[config.mk]
export PLATFORM = sky130hd
export DESIGN_NAME = link_fault_ctl
export DESIGN_NICKNAME = d
export VERILOG_FILES = /design/src/rtl/lfc_pkg.sv /design/src/rtl/lfc_sync_mon.sv /design/src/rtl/lfc_alert_seq.sv /design/src/rtl/lfc_err_log.sv /design/src/rtl/link_fault_ctl.sv
export SDC_FILE = /design/constraint.sdc
export NUM_CORES = 1
export LEC_CHECK = 0
export BUFFER_PORTS_ARGS = -buffer_cell sky130_fd_sc_hd__buf_4
export CAP_MARGIN = 10
export CELL_PAD_IN_SITES_DETAIL_PLACEMENT = 1
export CELL_PAD_IN_SITES_GLOBAL_PLACEMENT = 1
export CORE_UTILIZATION = 39
export CTS_CLUSTER_DIAMETER = 120
export DETAILED_ROUTE_END_ITERATION = 16
export PLACE_DENSITY_LB_ADDON = 0.1
export SLEW_MARGIN = 20
export SYNTH_ARGS = -nofsm -noshare
export SYNTH_HDL_FRONTEND = slang
export SYNTH_SLANG_ARGS = --single-unit
[constraint.sdc]
create_clock -name clk -period 7.25 [get_ports clk]
set_input_delay 0.3625 -clock clk [delete_from_list [all_inputs] [get_ports clk]]
set_output_delay 0.3625 -clock clk [all_outputs]
set_load 0.01 [all_outputs]
[src/rtl/lfc_pkg.sv]
package lfc_pkg;
  typedef enum logic [1:0] {
    LS_RUN      = 2'd0,
    LS_CRC_HOLD = 2'd1,
    LS_HANG     = 2'd2
  } lnk_state_e;

  localparam int ERR_W     = 4;
  localparam int EB_CMD    = 0;
  localparam int EB_DATA   = 1;
  localparam int EB_SHORT  = 2;
  localparam int EB_SYNC   = 3;
  localparam int EN_W      = 2;
  localparam int EN_CRC    = 0;
  localparam int EN_SYNC   = 1;
endpackage

[src/rtl/lfc_sync_mon.sv]
module lfc_sync_mon #(
  parameter int SYNC_W = 8
) (
  input  logic              clk,
  input  logic              rst_n,
  input  logic              frm_vld,
  input  logic              frm_sync,
  input  logic              active,
  input  logic              flush,
  input  logic [SYNC_W-1:0] intv,
  output logic              miss
);
  localparam int CNT_W = SYNC_W + 1;

  logic [CNT_W-1:0] run_cnt;
  logic [CNT_W-1:0] limit;

  assign limit = {intv, 1'b0} - CNT_W'(1);
  assign miss  = active && !flush && frm_vld && !frm_sync &&
                 (intv != '0) && (run_cnt == limit);

  always_ff @(posedge clk or negedge rst_n) begin
    if (!rst_n) begin
      run_cnt <= '0;
    end else if (flush) begin
      run_cnt <= '0;
    end else if (frm_vld && active) begin
      if (frm_sync || miss) run_cnt <= '0;
      else                  run_cnt <= run_cnt + CNT_W'(1);
    end
  end
endmodule

[src/rtl/lfc_alert_seq.sv]
module lfc_alert_seq
  import lfc_pkg::*;
#(
  parameter int DLY_W = 4
) (
  input  logic             clk,
  input  logic             rst_n,
  input  logic             link_rst,
  input  logic             crc_ev,
  input  logic             loss_ev,
  input  logic             srst_ok,
  input  logic [DLY_W-1:0] dly,
  output lnk_state_e       state,
  output logic             nb_alert,
  output logic             sr_req
);
  logic [DLY_W-1:0] wait_cnt;
  logic             leave_hold;
  logic             enter_lock;

  assign leave_hold = (state == LS_CRC_HOLD) && srst_ok && !loss_ev;
  assign enter_lock = (state == LS_RUN) && (crc_ev || loss_ev);
  assign nb_alert   = (state != LS_RUN) && (wait_cnt == '0);

  always_ff @(posedge clk or negedge rst_n) begin
    if (!rst_n) begin
      state <= LS_RUN;
    end else if (link_rst) begin
      state <= LS_RUN;
    end else if (loss_ev) begin
      state <= LS_HANG;
    end else if (state == LS_RUN && crc_ev) begin
      state <= LS_CRC_HOLD;
    end else if (leave_hold) begin
      state <= LS_RUN;
    end
  end

  always_ff @(posedge clk or negedge rst_n) begin
    if (!rst_n) begin
      wait_cnt <= '0;
    end else if (link_rst) begin
      wait_cnt <= '0;
    end else if (enter_lock) begin
      wait_cnt <= dly;
    end else if (leave_hold) begin
      wait_cnt <= '0;
    end else if (wait_cnt != '0) begin
      wait_cnt <= wait_cnt - DLY_W'(1);
    end
  end

  always_ff @(posedge clk or negedge rst_n) begin
    if (!rst_n)        sr_req <= 1'b0;
    else if (link_rst) sr_req <= 1'b0;
    else if (loss_ev)  sr_req <= 1'b1;
  end
endmodule

[src/rtl/lfc_err_log.sv]
module lfc_err_log
  import lfc_pkg::*;
#(
  parameter int FRAME_W = 120
) (
  input  logic               clk,
  input  logic               rst_n,
  input  logic [ERR_W-1:0]   ev,
  input  logic [FRAME_W-1:0] frame,
  input  logic               clr,
  output logic [ERR_W-1:0]   ferr,
  output logic [ERR_W-1:0]   nerr,
  output logic               sts,
  output logic               cap_stb,
  output logic [FRAME_W-1:0] cap_frame
);
  logic             any_ev;
  logic [ERR_W-1:0] ferr_base;
  logic [ERR_W-1:0] nerr_base;

  assign any_ev    = |ev;
  assign ferr_base = clr ? '0 : ferr;
  assign nerr_base = clr ? '0 : nerr;

  always_ff @(posedge clk or negedge rst_n) begin
    if (!rst_n) begin
      ferr <= '0;
      nerr <= '0;
      sts  <= 1'b0;
    end else begin
      if (any_ev && ferr_base == '0) begin
        ferr <= ev;
        nerr <= nerr_base;
      end else begin
        ferr <= ferr_base;
        nerr <= nerr_base | ev;
      end
      sts <= any_ev ? 1'b1 : (clr ? 1'b0 : sts);
    end
  end

  always_ff @(posedge clk or negedge rst_n) begin
    if (!rst_n) begin
      cap_stb   <= 1'b0;
      cap_frame <= '0;
    end else begin
      cap_stb <= any_ev;
      if (any_ev) cap_frame <= frame;
    end
  end
endmodule

[src/rtl/link_fault_ctl.sv]
module link_fault_ctl
  import lfc_pkg::*;
#(
  parameter int FRAME_W = 120,
  parameter int SYNC_W  = 8,
  parameter int DLY_W   = 4
) (
  input  logic               clk,
  input  logic               rst_n,
  input  logic               sb_vld,
  input  logic [FRAME_W-1:0] sb_frame,
  input  logic               sb_crc_ok,
  input  logic               sb_wide,
  input  logic               sb_sync,
  input  logic               sb_srst,
  input  logic               failover,
  input  logic [1:0]         err_en,
  input  logic [SYNC_W-1:0]  sync_intv,
  input  logic [DLY_W-1:0]   alert_dly,
  input  logic               link_rst,
  input  logic               log_clr,
  output logic               cmd_exec,
  output logic               cap_stb,
  output logic [FRAME_W-1:0] cap_frame,
  output logic [3:0]         ferr,
  output logic [3:0]         nerr,
  output logic               alert_sts,
  output logic               sr_req,
  output logic               nb_alert
);
  lnk_state_e       state;
  logic             miss;
  logic             crc_ev;
  logic             loss_ev;
  logic             srst_ok;
  logic             mon_active;
  logic [ERR_W-1:0] ev;

  assign srst_ok    = sb_vld && sb_crc_ok && sb_srst;
  assign mon_active = (state != LS_HANG);
  assign crc_ev     = sb_vld && !sb_crc_ok && (state == LS_RUN) &&
                      err_en[EN_CRC] && !link_rst;
  assign loss_ev    = miss && err_en[EN_SYNC];

  always_comb begin
    ev           = '0;
    ev[EB_CMD]   = crc_ev && !failover && !sb_wide;
    ev[EB_DATA]  = crc_ev && !failover && sb_wide;
    ev[EB_SHORT] = crc_ev && failover;
    ev[EB_SYNC]  = loss_ev;
  end

  always_comb begin
    cmd_exec = 1'b0;
    if (sb_vld && !link_rst && !crc_ev && !loss_ev) begin
      unique case (state)
        LS_RUN:      cmd_exec = 1'b1;
        LS_CRC_HOLD: cmd_exec = srst_ok;
        default:     cmd_exec = 1'b0;
      endcase
    end
  end

  lfc_sync_mon #(.SYNC_W(SYNC_W)) u_sync (
    .clk      (clk),
    .rst_n    (rst_n),
    .frm_vld  (sb_vld),
    .frm_sync (sb_sync),
    .active   (mon_active),
    .flush    (link_rst),
    .intv     (sync_intv),
    .miss     (miss)
  );

  lfc_alert_seq #(.DLY_W(DLY_W)) u_seq (
    .clk      (clk),
    .rst_n    (rst_n),
    .link_rst (link_rst),
    .crc_ev   (crc_ev),
    .loss_ev  (loss_ev),
    .srst_ok  (srst_ok),
    .dly      (alert_dly),
    .state    (state),
    .nb_alert (nb_alert),
    .sr_req   (sr_req)
  );

  lfc_err_log #(.FRAME_W(FRAME_W)) u_log (
    .clk       (clk),
    .rst_n     (rst_n),
    .ev        (ev),
    .frame     (sb_frame),
    .clr       (log_clr),
    .ferr      (ferr),
    .nerr      (nerr),
    .sts       (alert_sts),
    .cap_stb   (cap_stb),
    .cap_frame (cap_frame)
  );
endmodule

==> out/qor.csv <==
metric;value;unit
status;finished clean;
initial DRC count;153;
post-synthesis register bit count;146;
core area;15150;µm²
Distinct cells, synth;41;
Layout Cells excl Fill;908;
first-pass GRT wire length;26570;µm
Synth async-reset ratio;100.0;%
Placer Congestion;0.8143;
Synth top area share;60.52;%
slew at the pin closest to its max-slew limit;1022;ps
CTS tree;done;
clk sinks;146;
drt wl/cell;18.53;µm
worst min path class;input pin to async pin;
Area growth syn-to-layout;46.98;%
commonest non-fill, non-tap cells in the layout;277 x buf_4, 146 x dfrtp_1, 120 x mux2_2, 19 x nand2_1, 17 x clkbuf_16;
Post-CTS Setup Inserts;0;
vias in the first global route;5023;
# hold bufs at CTS;0;
r2r worst-path depth;7;
count of final hold-check violations;0;
cell taking the most area after synthesis;dfrtp_1;
DRC violations left;0;
CTS Buffer Depth;2;
total grt overflow;0;
GRT Overall Usage;21.81;%
clk root buf;clkbuf_16;
Worst EP required;6890;ps
fin crit period;4073;ps
max-cap viol count;0;
num rows;45;
relative slew slack;31.85;%
max frequency;245.5;MHz
Final Instance Area;8874;µm²
Critical Path Fanout Max;77;
Leak Pwr;0.004292;µW
Worst R2R Setup Slack;3710;ps
fin crit share;56.18;%
Ant. Diodes;0;
CTS buffer count;17;
Clk Latency, worst-skew pair;420;ps
via count;4554;
Final TNS setup;0;ps
I/O pin count;277;
syn nets;575;
Pre-antenna DRT Iters;4;
Die Height;126.4;µm
initial core utilization;39.86;%
DRT antenna net count;0;
Syn Area/Cell;14.14;µm²
nets@finish;856;
CTS HTree Levels;4;
Post-DP Area;8274;µm²
Worst Hold Slack;6.047;ps
fillers;1563;
WS Path Type;register to output pin;
Post-synth EDFFs;0;
placed insts;877;
Most used DFF post-synth;dfrtp_1;
end of the worst register-to-register path;u_log.cap_frame[19]$_DFFE_PN0P_;
critical path arrival;3710;ps
post-synthesis cell count;427;
layout cells sized above 1;60.69;%
initial antenna violation count;0;
Slew Limit Fails;0;
via/cell ratio;5.015;
most common cell after layout, fill and taps aside;buf_4;
Die X;126.4;µm
top cells by area, synth;dfrtp_1 61%, mux2_2 22%, nand2_1 1.2%;
PortBufs;276;
Post-DP HPWL;12690;µm
Clk pin slew, worst setup/hold paths;60;ps
CP Launch Type;register;
synth warn;0;
PwrDens;302.9;nW/µm²
mapped cell area;6037;µm²
sequential area share after synthesis;60.52;%
RR Startpoint;u_sync.run_cnt[6]$_DFFE_PN0P_;
largest net degree at the start of global routing;91;
endpoints failing setup;0;
Post-CTS Resized;0;
RSZ-0062 raised after global routing;false;
Crit. End Element;output pin;
worst vdd ir;0.1584;mV
total power;2688;µW
clock skew;5.618;ps
die area;15980;µm²
overall routed net length;16820;µm
## registers in the layout, indices dropped and copies added (netlist names)
signal / cells
u_log.cap_frame: 120
u_log.cap_stb: 1
u_log.ferr: 4
u_log.nerr: 4
u_log.sts: 1
u_seq.sr_req: 1
u_seq.state: 2
u_seq.wait_cnt: 4
u_sync.run_cnt: 9
## cell families (layout without fill, tap and decap cells)
| logic type | after synthesis | after routing | share of synthesized area [%] |
|---|---|---|---|
| flip-flops | 146 | 146 | 60.52 |
| multiplexers | 121 | 121 | 22.55 |
| AND/OR/NAND/NOR | 70 | 70 | 6.384 |
| AO/OA/AOI/OAI | 45 | 45 | 5.327 |
| buffers and inverters | 26 | 319 | 2.218 |
| XOR/XNOR | 15 | 15 | 2.176 |
| adder cells (fa/ha/maj) | 4 | 4 | 0.8290 |
## worst max-delay path, cell delays in order (launching register included)
cell and delay (ps):
dfrtp_1 440, xnor2_1 180, or4_4 500, a22oi_4 200
nand4_4 200, nand2_4 760, buf_4 640, nor3_1 110
buf_4 170
## cell usage after synthesis (7+ instances only)
library cell,count
a21oi_1,9
buf_4,8
a21o_1,7
o21ai_0,12
dfrtp_1,146
xor2_1,8
xnor2_1,7
nor2_1,10
nand2_1,20
mux2_2,120
nand3_1,8
inv_1,10
## area by class of cell
cell class | count | area [µm²] | area share (%)
Sequential cell | 146 | 3654 | 41.17
Multi-Input combinational cell | 255 | 2257 | 25.44
Timing Repair Buffer | 278 | 2091 | 23.56
Clock buffer | 18 | 439.2 | 4.949
Tap cell | 188 | 235.2 | 2.651
Clock inverter | 13 | 160.2 | 1.805
Inverter | 10 | 37.54 | 0.4230
## how the worst max path moves through the flow
stage / start / endpoint / slack, ps
5_1_grt: u_sync.run_cnt[6]$_DFFE_PN0P_ / cmd_exec / 2960
3_3_place_gp: sync_intv[2] / cmd_exec / 3410
3_5_place_dp: sync_intv[2] / cmd_exec / 3340
4_1_cts: u_sync.run_cnt[6]$_DFFE_PN0P_ / cmd_exec / 3120
2_1_floorplan: sync_intv[2] / u_log.cap_frame[0]$_DFFE_PN0P_ / 4800
6_report: u_sync.run_cnt[6]$_DFFE_PN0P_ / cmd_exec / 3180
## routing by layer
| metal | part of all wire [%] | global-route usage [%] |
|---|---|---|
| met1 | 36 | 23.85 |
| met2 | 54 | 38.38 |
| met5 | 0 | 0 |
| met4 | 2.5 | 9.001 |
| met3 | 7.4 | 7.803 |
## where the power goes
part	total (µW)	switching [µW]	internal, µW	leakage [µW]
clock	889	341	547	0.000280
combinational	709	294	414	0.00221
sequential	1090	99.4	991	0.00180
total	2690	735	1950	0.00429
## per-stage QoR
step,utilization (%),worst slack (ps)
floorplan,-,4800
global placement,54.63,3406
detailed placement,54.63,3345
CTS,58.59,3122
global route,58.59,2959
finish,58.59,3177
No activity file was read; power rests on OpenSTA's default activity.
